<file path="config.mk">
export PLATFORM = sky130hd
export DESIGN_NAME = codec_ctrl_regfile
export DESIGN_NICKNAME = d
export VERILOG_FILES = /design/src/rtl/codec_regs_pkg.sv /design/src/rtl/codec_cmd_decode.sv /design/src/rtl/codec_reg_bank.sv /design/src/rtl/codec_rsp_mux.sv /design/src/rtl/codec_ctrl_regfile.sv
export SDC_FILE = /design/constraint.sdc
export NUM_CORES = 1
export LEC_CHECK = 0
export ABC_AREA = 1
export BUFFER_PORTS_ARGS = -buffer_cell sky130_fd_sc_hd__buf_2
export CAP_MARGIN = 20
export CORE_MARGIN = 2
export CORE_UTILIZATION = 33
export DETAILED_ROUTE_END_ITERATION = 16
export RECOVER_POWER = 25
export SLEW_MARGIN = 20
export SYNTH_ARGS = -nofsm -noshare
export SYNTH_HDL_FRONTEND = slang
export SYNTH_SLANG_ARGS = --single-unit
</file>
<file path="constraint.sdc">
create_clock -name clk -period 1.2 [get_ports clk]
set_input_delay 0.06 -clock clk [delete_from_list [all_inputs] [get_ports clk]]
set_output_delay 0.06 -clock clk [all_outputs]
set_load 0.01 [all_outputs]
</file>
<file path="src/rtl/codec_regs_pkg.sv">
package codec_regs_pkg;
  localparam int AW = 7;
  localparam int DW = 16;

  localparam logic [AW-1:0] A_RESET   = 7'h00;
  localparam logic [AW-1:0] A_PWR     = 7'h26;
  localparam logic [AW-1:0] A_EXTID   = 7'h28;
  localparam logic [AW-1:0] A_EXTCTL  = 7'h2A;
  localparam logic [AW-1:0] A_DACRATE = 7'h2C;
  localparam logic [AW-1:0] A_ADCRATE = 7'h32;

  localparam logic [DW-1:0] CAPS_WORD = 16'h0D50;
  localparam logic [DW-1:0] RATE_48K  = 16'hBB80;

  typedef struct packed {
    logic [7:0]    pwr;
    logic          vra;
    logic [DW-1:0] dac;
    logic [DW-1:0] adc;
  } ctl_t;
endpackage

</file>
<file path="src/rtl/codec_cmd_decode.sv">
module codec_cmd_decode
  import codec_regs_pkg::*;
(
  input  logic          frame_stb,
  input  logic          tag_addr,
  input  logic          tag_data,
  input  logic          cmd_rd,
  input  logic [AW-1:0] cmd_addr,
  input  logic [DW-1:0] cmd_wdata,
  output logic          wr_stb,
  output logic          rd_stb,
  output logic [AW-1:0] addr,
  output logic [DW-1:0] wdata
);
  // A write needs both slots tagged; a read needs only the address slot.
  always_comb begin
    wr_stb = frame_stb & tag_addr & tag_data & ~cmd_rd;
    rd_stb = frame_stb & tag_addr & cmd_rd;
    addr   = cmd_addr;
    wdata  = cmd_wdata;
  end
endmodule

</file>
<file path="src/rtl/codec_reg_bank.sv">
module codec_reg_bank
  import codec_regs_pkg::*;
#(
  parameter int            NUM_GEN     = 8,
  parameter logic [DW-1:0] GEN_DEFAULT = 16'h8000
)(
  input  logic                        clk,
  input  logic                        rst,
  input  logic                        wr_stb,
  input  logic [AW-1:0]               addr,
  input  logic [DW-1:0]               wdata,
  output ctl_t                        ctl,
  output logic [NUM_GEN-1:0][DW-1:0]  gen_q
);
  logic reg_reset;
  assign reg_reset = wr_stb && (addr == A_RESET);

  genvar g;
  generate
    for (g = 0; g < NUM_GEN; g++) begin : g_gen
      logic hit;
      assign hit = wr_stb && (addr == AW'(2 * (g + 1)));
      always_ff @(posedge clk) begin
        if (rst || reg_reset) gen_q[g] <= GEN_DEFAULT;
        else if (hit)         gen_q[g] <= wdata;
      end
    end
  endgenerate

  always_ff @(posedge clk) begin
    if (rst || reg_reset) begin
      ctl.pwr <= '0;
      ctl.vra <= 1'b0;
      ctl.dac <= RATE_48K;
      ctl.adc <= RATE_48K;
    end else if (wr_stb) begin
      case (addr)
        A_PWR:    ctl.pwr <= wdata[15:8];
        A_EXTCTL: begin
          ctl.vra <= wdata[0];
          if (!wdata[0]) begin
            ctl.dac <= RATE_48K;
            ctl.adc <= RATE_48K;
          end
        end
        A_DACRATE: if (ctl.vra) ctl.dac <= wdata;
        A_ADCRATE: if (ctl.vra) ctl.adc <= wdata;
        default: ;
      endcase
    end
  end

  AST_RATE_LOCK: assert property (@(posedge clk) disable iff (rst)
    !ctl.vra |-> (ctl.dac == RATE_48K && ctl.adc == RATE_48K));
  AST_REG_RESET: assert property (@(posedge clk) disable iff (rst)
    (wr_stb && addr == A_RESET) |=> (ctl.pwr == 8'h00 && !ctl.vra && ctl.dac == RATE_48K));
  AST_NO_CMD_HOLD: assert property (@(posedge clk) disable iff (rst)
    !wr_stb |=> ($stable(ctl.pwr) && $stable(ctl.vra)));
endmodule

</file>
<file path="src/rtl/codec_rsp_mux.sv">
module codec_rsp_mux
  import codec_regs_pkg::*;
#(
  parameter int NUM_GEN = 8
)(
  input  logic                        clk,
  input  logic                        rst,
  input  logic                        frame_stb,
  input  logic                        rd_stb,
  input  logic [AW-1:0]               addr,
  input  ctl_t                        ctl,
  input  logic [NUM_GEN-1:0][DW-1:0]  gen_q,
  input  logic [3:0]                  rdy_in,
  input  logic [1:0]                  id_n,
  output logic                        sts_valid,
  output logic [AW-1:0]               sts_addr,
  output logic [DW-1:0]               sts_data
);
  logic [DW-1:0] rdata;

  always_comb begin
    rdata = '0;
    case (addr)
      A_RESET:   rdata = CAPS_WORD;
      A_PWR:     rdata = {ctl.pwr, 4'b0000, rdy_in};
      A_EXTID:   rdata = {~id_n, 13'b0, 1'b1};
      A_EXTCTL:  rdata = {15'b0, ctl.vra};
      A_DACRATE: rdata = ctl.dac;
      A_ADCRATE: rdata = ctl.adc;
      default: begin
        for (int g = 0; g < NUM_GEN; g++)
          if (addr == AW'(2 * (g + 1))) rdata = gen_q[g];
      end
    endcase
  end

  always_ff @(posedge clk) begin
    if (rst) begin
      sts_valid <= 1'b0;
      sts_addr  <= '0;
      sts_data  <= '0;
    end else if (frame_stb) begin
      sts_valid <= rd_stb;
      if (rd_stb) begin
        sts_addr <= addr;
        sts_data <= rdata;
      end
    end
  end

  AST_CAPS_READ: assert property (@(posedge clk) disable iff (rst)
    (sts_valid && sts_addr == A_RESET) |-> (sts_data == CAPS_WORD));
  AST_ODD_ZERO: assert property (@(posedge clk) disable iff (rst)
    (sts_valid && sts_addr[0]) |-> (sts_data == '0));
endmodule

</file>
<file path="src/rtl/codec_ctrl_regfile.sv">
module codec_ctrl_regfile
  import codec_regs_pkg::*;
#(
  parameter int            NUM_GEN     = 8,
  parameter logic [15:0]   GEN_DEFAULT = 16'h8000
)(
  input  logic        clk,
  input  logic        rst,
  input  logic        frame_stb,
  input  logic        tag_addr,
  input  logic        tag_data,
  input  logic        cmd_rd,
  input  logic [6:0]  cmd_addr,
  input  logic [15:0] cmd_wdata,
  input  logic [3:0]  rdy_in,
  input  logic [1:0]  id_n,
  output logic        sts_valid,
  output logic [6:0]  sts_addr,
  output logic [15:0] sts_data,
  output logic [7:0]  pwr_ctl,
  output logic        vra_en,
  output logic [15:0] dac_rate,
  output logic [15:0] adc_rate,
  output logic [1:0]  codec_id
);
  logic                       wr_stb, rd_stb;
  logic [AW-1:0]              addr;
  logic [DW-1:0]              wdata;
  ctl_t                       ctl;
  logic [NUM_GEN-1:0][DW-1:0] gen_q;

  codec_cmd_decode u_dec (
    .frame_stb(frame_stb), .tag_addr(tag_addr), .tag_data(tag_data),
    .cmd_rd(cmd_rd), .cmd_addr(cmd_addr), .cmd_wdata(cmd_wdata),
    .wr_stb(wr_stb), .rd_stb(rd_stb), .addr(addr), .wdata(wdata)
  );

  codec_reg_bank #(.NUM_GEN(NUM_GEN), .GEN_DEFAULT(GEN_DEFAULT)) u_bank (
    .clk(clk), .rst(rst), .wr_stb(wr_stb), .addr(addr), .wdata(wdata),
    .ctl(ctl), .gen_q(gen_q)
  );

  codec_rsp_mux #(.NUM_GEN(NUM_GEN)) u_rsp (
    .clk(clk), .rst(rst), .frame_stb(frame_stb), .rd_stb(rd_stb),
    .addr(addr), .ctl(ctl), .gen_q(gen_q), .rdy_in(rdy_in), .id_n(id_n),
    .sts_valid(sts_valid), .sts_addr(sts_addr), .sts_data(sts_data)
  );

  always_ff @(posedge clk) begin
    if (rst) codec_id <= 2'b00;
    else     codec_id <= ~id_n;
  end

  assign pwr_ctl  = ctl.pwr;
  assign vra_en   = ctl.vra;
  assign dac_rate = ctl.dac;
  assign adc_rate = ctl.adc;
endmodule

</file>
## Yosys cells after proc, flatten, opt, wreduce, memory -nomap -nowiden

Index checks and enable logic that the tools add are counted.

| word-level totals | value |
|---|---|
| bits in registers | 195 |
| bits in latches | 0 |
| bits in writable memories | 0 |
| ROM bits | 0 |
| input port bits | 35 |
| output and inout bits | 67 |
| word-level logic and storage cells | 69 |
| memories kept | 0 |

| operators by class | value |
|---|---|
| $add $sub $neg | 0 |
| multiply operators | 0 |
| divide/modulo/power cells | 0 |
| magnitude comparators | 0 |
| equal/unequal tests | 16 |
| shift operators | 0 |
| multiplexer cells | 13 |
| bitwise logic cells | 6 |
| reductions and logical operators | 18 |

Operators by type and width:

| cell | count |
|---|---|
| $mux 16 | 9 |
| $pmux 16 s6 | 1 |
| $pmux 16 s2 | 2 |
| $eq 7x6->1 const B | 5 |
| $mux 32 | 1 |
| $eq 7x4->1 const B | 4 |
| $eq 7x3->1 const B | 2 |
| $logic_and 1x1->1 | 9 |
| $reduce_and 4->1 | 2 |
| $eq 7x2->1 const B | 1 |
| $eq 7x5->1 const B | 1 |
| $logic_not 7->1 | 1 |
| $reduce_and 2->1 | 3 |
| $and 1x1->1 | 4 |
| $ne 2x1->1 const B | 2 |
| $reduce_bool 2->1 | 2 |
| $ne 2x2->1 const B | 1 |
| $not 2->2 | 1 |
| $logic_or 1x1->1 | 1 |
| $not 1->1 | 1 |

## Logic depth before layout (Yosys ltp)

| depth | value |
|---|---|
| depth after elaboration | 10 |
| mapped depth | 13 |
| gate-level depth less buffers | 11 |

## Cells and area by module

From an unflattened synthesis, not the netlist that was laid out.

| second synthesis, totals | value |
|---|---|
| cells, all modules | 1225 |
| area total of the unflattened synthesis | 8909.8 µm² |

By module, submodules not included:

| module | instances | cells an instance | area an instance (µm²) | sequential area each (µm²) |
|---|---|---|---|---|
| codec_reg_bank | 1 | 743 | 6130.9 | 3383.2 |
| codec_rsp_mux | 1 | 450 | 2537.4 | 480.5 |
| codec_cmd_decode | 1 | 28 | 193.9 | 0.0 |
| codec_ctrl_regfile | 1 | 4 | 47.5 | 40.0 |

## Worst setup path before layout

OpenSTA, ideal clock, no wires.

| path | value |
|---|---|
| path type | in2reg |
| start point | input cmd_addr[2] |
| end point | register, netlist name u_bank.ctl[27] |
| library setup time | 130 ps |
| data arrival time | 1211 ps |
| required time | 1070 ps |
| slack | -140 ps |
| cell stages on the path | 11 |
| buffers on the path | 1 |
| cell sequence | inv_1 > nand2_1 > nor2_4 > nand2_2 > nand2_1 > o21ai_1 > nor2_4 > inv_4 > buf_6 > nand2_1 > nand3_1 |

| on the way | value |
|---|---|
| cells in the longest elaborated chain, start to end | 3 |
| elaborated cells on any way between the ends | 10 |
| classes of those cells | 4 x eq/ne; 1 x mux; 5 x reduce/logical |

RTL lines:

| item | RTL line | source |
|---|---|---|
| start: declaration | codec_ctrl_regfile.sv:13 | `input logic [6:0] cmd_addr,` |
| $eq 7x6->1 / $logic_not 7->1 (equally long branches) | codec_reg_bank.sv:37, codec_reg_bank.sv:16 |  |
| $ne 2x1->1 (no line) (tied with other cells) | - |  |
| $reduce_and 4->1 (no line) / $logic_or 1x1->1 (equally long branches) | - |  |

Several ways; a longest one is shown, not always the timed one.
A chain may end at the register's enable or synchronous reset.

## Final worst setup path

| path | value |
|---|---|
| start point | input cmd_addr[4] |
| end point | register, netlist name u_bank.ctl[5] |

| on the way | value |
|---|---|
| cells in the longest elaborated chain, start to end | 3 |
| elaborated cells on any way between the ends | 10 |
| classes of those cells | 4 x eq/ne; 1 x mux; 5 x reduce/logical |

RTL lines:

| item | RTL line |
|---|---|
| $eq 7x6->1 / $logic_not 7->1 (equally long branches) | codec_reg_bank.sv:37, codec_reg_bank.sv:16 |
| $ne 2x1->1 (no line) (tied with other cells) | - |
| $reduce_and 4->1 (no line) / $logic_or 1x1->1 (equally long branches) | - |

Several ways; a longest one is shown, not always the timed one.

==> impl_metrics.toml <==
[logic_synthesis]
synth_seq_cells = 195
synth-async-reset-ratio = 0
syn_nets = 1305
syn_area_mm2 = 0.008668
synth_edf_count = 0
synth_top_cell_by_area = "dfxtp_1"
syn_inst = 1270
synth_area_per_cell_um2 = 6.825
synth_ff_type = "dfxtp_1"
ys_seq_area_frac = 0.4503
synth_top_area_frac = 0.4503
synth_top_cells_by_area = "dfxtp_1 (45%), nand2_1 (15%), a21oi_1 (9.9%)"
yosysWarnings = 0
synth.distinct_cells = 28

[detailed_routing]
wirelength_um = 29250
drcViolationCount = 0
wl_met2_um = 13970
postRouteAntennaNets = 0
via_count = 8984
drt-met1-wl_um = 13160
first_pass_iters = 8
maxUsedRoutingLayer = "met4"
detail_route.vias_per_cell = 5.005
wl_per_cell_um = 16.30
drt_iter0_drc = 676
met3_length_um = 1599

[final_layout]
final_common_cell = "nand2_1"
area_growth_pct = 31.57
final_area_mm2 = 0.01140
fin_nets = 1482
diodes = 0
final_cell_mix = "nand2_1 (349), dfxtp_1 (194), a21oi_1 (165), nand3_1 (137), inv_1 (117)"
drive_gt1_frac = 0.1918

[power_and_ir_drop]
combPwrFrac = 0.073
seqPwrFrac = 0.494
swShare = 0.2578
p_sw_mw = 3.408
vdd_drop_max_mv = 0.6913
pwr-share-clk = 0.433
p_int_mw = 9.814
power_density_mw_per_mm2 = 1159
power.leakage_nw = 4.549
power_mw = 13.22

[sta]
finalHoldViolCount = 0
worstMarginPinSlew_ns = 0.4990
setup_viol = 0
tns_ns = 0
fin_hold_ws_ns = 0.007291
min_period_ns = 1.199
fin_crit_sh = 0.9994
rsz0062_at_grt = "true"
slew_headroom = 0.6673
skew_ns = 0.01223
max_freq_ghz = 0.8339
slew_violations = 0

[setup_path]
end_kind = "flop"
path_cells = "buf_2 > buf_4 > nand2_1 > nor2_4 > nand2_2 > nand2_1 > o21ai_4 > nor2_4 > buf_12 > nand3_1 > a21oi_1"
crit_cells = 11
crit_slowest_cell = "nor2_4"
start_kind = "input port"
cp_max_fo = 6
r2r_cells = 5
worst-setup-path-type = "input port to flop"
cp.arrival_ns = 1.58
max_stage_delay_ns = 0.28
crit_buf_inv = 3
cp_top_family = "simple AND/OR/NAND/NOR gates"
crit_required_ns = 1.58

[floorplan]
die_h_um = 166.1
dieArea_mm2 = 0.02758
core_mm2 = 0.02591
die_w_um = 166.1
start_util = 0.3345
pin_count = 102
rows = 59

[placement]
place.gp.congestion = 0.8435
placed_cell_area_mm2 = 0.01054
dpl.hpwl_um = 20750
port_buffers = 101

[cts]
cts_buffer_depth = 2
path_clk_slew_ns = 0.08
cts_buffers = 17
clk_latency_ns = 0.44
htree_levels = 4
cts_tree = "yes"
root_buffer = "clkbuf_16"
cts.sinks = 195

[global_route]
grt_overflow = 0
grt_max_degree = 43
first_global_vias = 8236
track_usage = 0.2076
antenna_found_initial = 0
grt_pass1_wl_um = 45590

[run]
maxCapViolCount = 0

[min_path]
hold_class = "input port to flop"
whs_path_depth = 3

[run_status]
run_status = "complete, no violations"
-- metrics by stage --
| step | cells | util | setup WS, ns |
|---|---|---|---|
| floorplan | 1270 | - | -0.06986 |
| detailed placement | 1741 | 0.4068 | -0.4295 |
| global route | 1795 | 0.4401 | -0.07021 |
| CTS | 1788 | 0.4348 | 0.02709 |
| finish | 1795 | 0.4401 | 0.0007797 |
| global placement | 1741 | 0.4068 | -0.4285 |
-- worst reg2reg max path: cells and delay by family (launching register included) --
| kind | cells | cell delay (ns) |
|---|---|---|
| simple gates | 2 | 0.35 |
| compound gates | 2 | 0.20 |
| flops | 1 | 0.39 |
| buf+inv | 1 | 0.19 |
-- sequential cells by signal (all words and copies together) (netlist names) --
name / cells
u_bank.gen_q: 128
u_bank.ctl: 41
u_rsp.sts_data: 16
u_rsp.sts_addr: 7
codec_id: 2
u_rsp.sts_valid: 1
-- cells by family (layout without fill, tap and decap cells) --
group | count (synthesis) | in the layout | share of synthesized area
flops | 195 | 195 | 0.4503
simple gates | 604 | 604 | 0.2981
compound gates | 257 | 257 | 0.1537
buf+inv | 214 | 404 | 0.09786
-- synthesized netlist by cell type (3+ instances only) --
cell and n:
nand2_1 357, dfxtp_1 195, a21oi_1 171, nand3_1 141
inv_1 118, nor2_1 63, clkbuf_1 61, o21ai_0 58
buf_2 19, nand4_1 17, inv_2 11, o21ai_1 10
o211ai_1 8, nor2_4 7, o22ai_1 7, nand2_2 6
nor3_1 6, nor2_2 3
-- per-layer routing --
metal | up-vias | global-route usage
li1 | 4457 | -
met1 | 4186 | 0.2782
met2 | 295 | 0.3464
met3 | 46 | 0.03313
met4 | 0 | 0.05936
met5 | - | 0
-- power by group through the flow --
stage               Combinational (mW)  Clock [mW]  Sequential, mW
CTS                              0.963        5.79            6.53
global placement                 0.914           0            6.69
finish                           0.968        5.72            6.53
floorplan                        0.418           0            6.70
global route                      1.04        6.08            6.54
detailed placement               0.919           0            6.69
-- what timing repair did --
item                       CTS  global route
setup buffers                0             6
hold buffers                15             0
cloned                       0             1
gates resized for setup      2            44
setup endpoints to repair   15            88
pin swaps                    0            11
hold endpoints to repair    29             0
-- final timing paths --
kind | start | end | slack (ns)
setup / recovery | cmd_addr[4] | u_bank.ctl[5] | 0.0008
hold / removal | cmd_wdata[11] | u_bank.gen_q[59] | 0.007
setup reg to reg | u_bank.ctl[32] | u_bank.ctl[5] | 0.0008
hold reg to reg | u_rsp.sts_addr[0] | u_rsp.sts_addr[0] | 0.44
-- final cells by class --
cell class	instances	area [um^2]
clock buffers	18	429.2
clock inverters	14	143.9
fillers	2684	14510
inverters	130	545.5
multi-input cells	861	4094
flip-flops and latches	195	3908
well taps	335	419.2
repair buffers	242	1866
(Power assumes the default switching activity.)
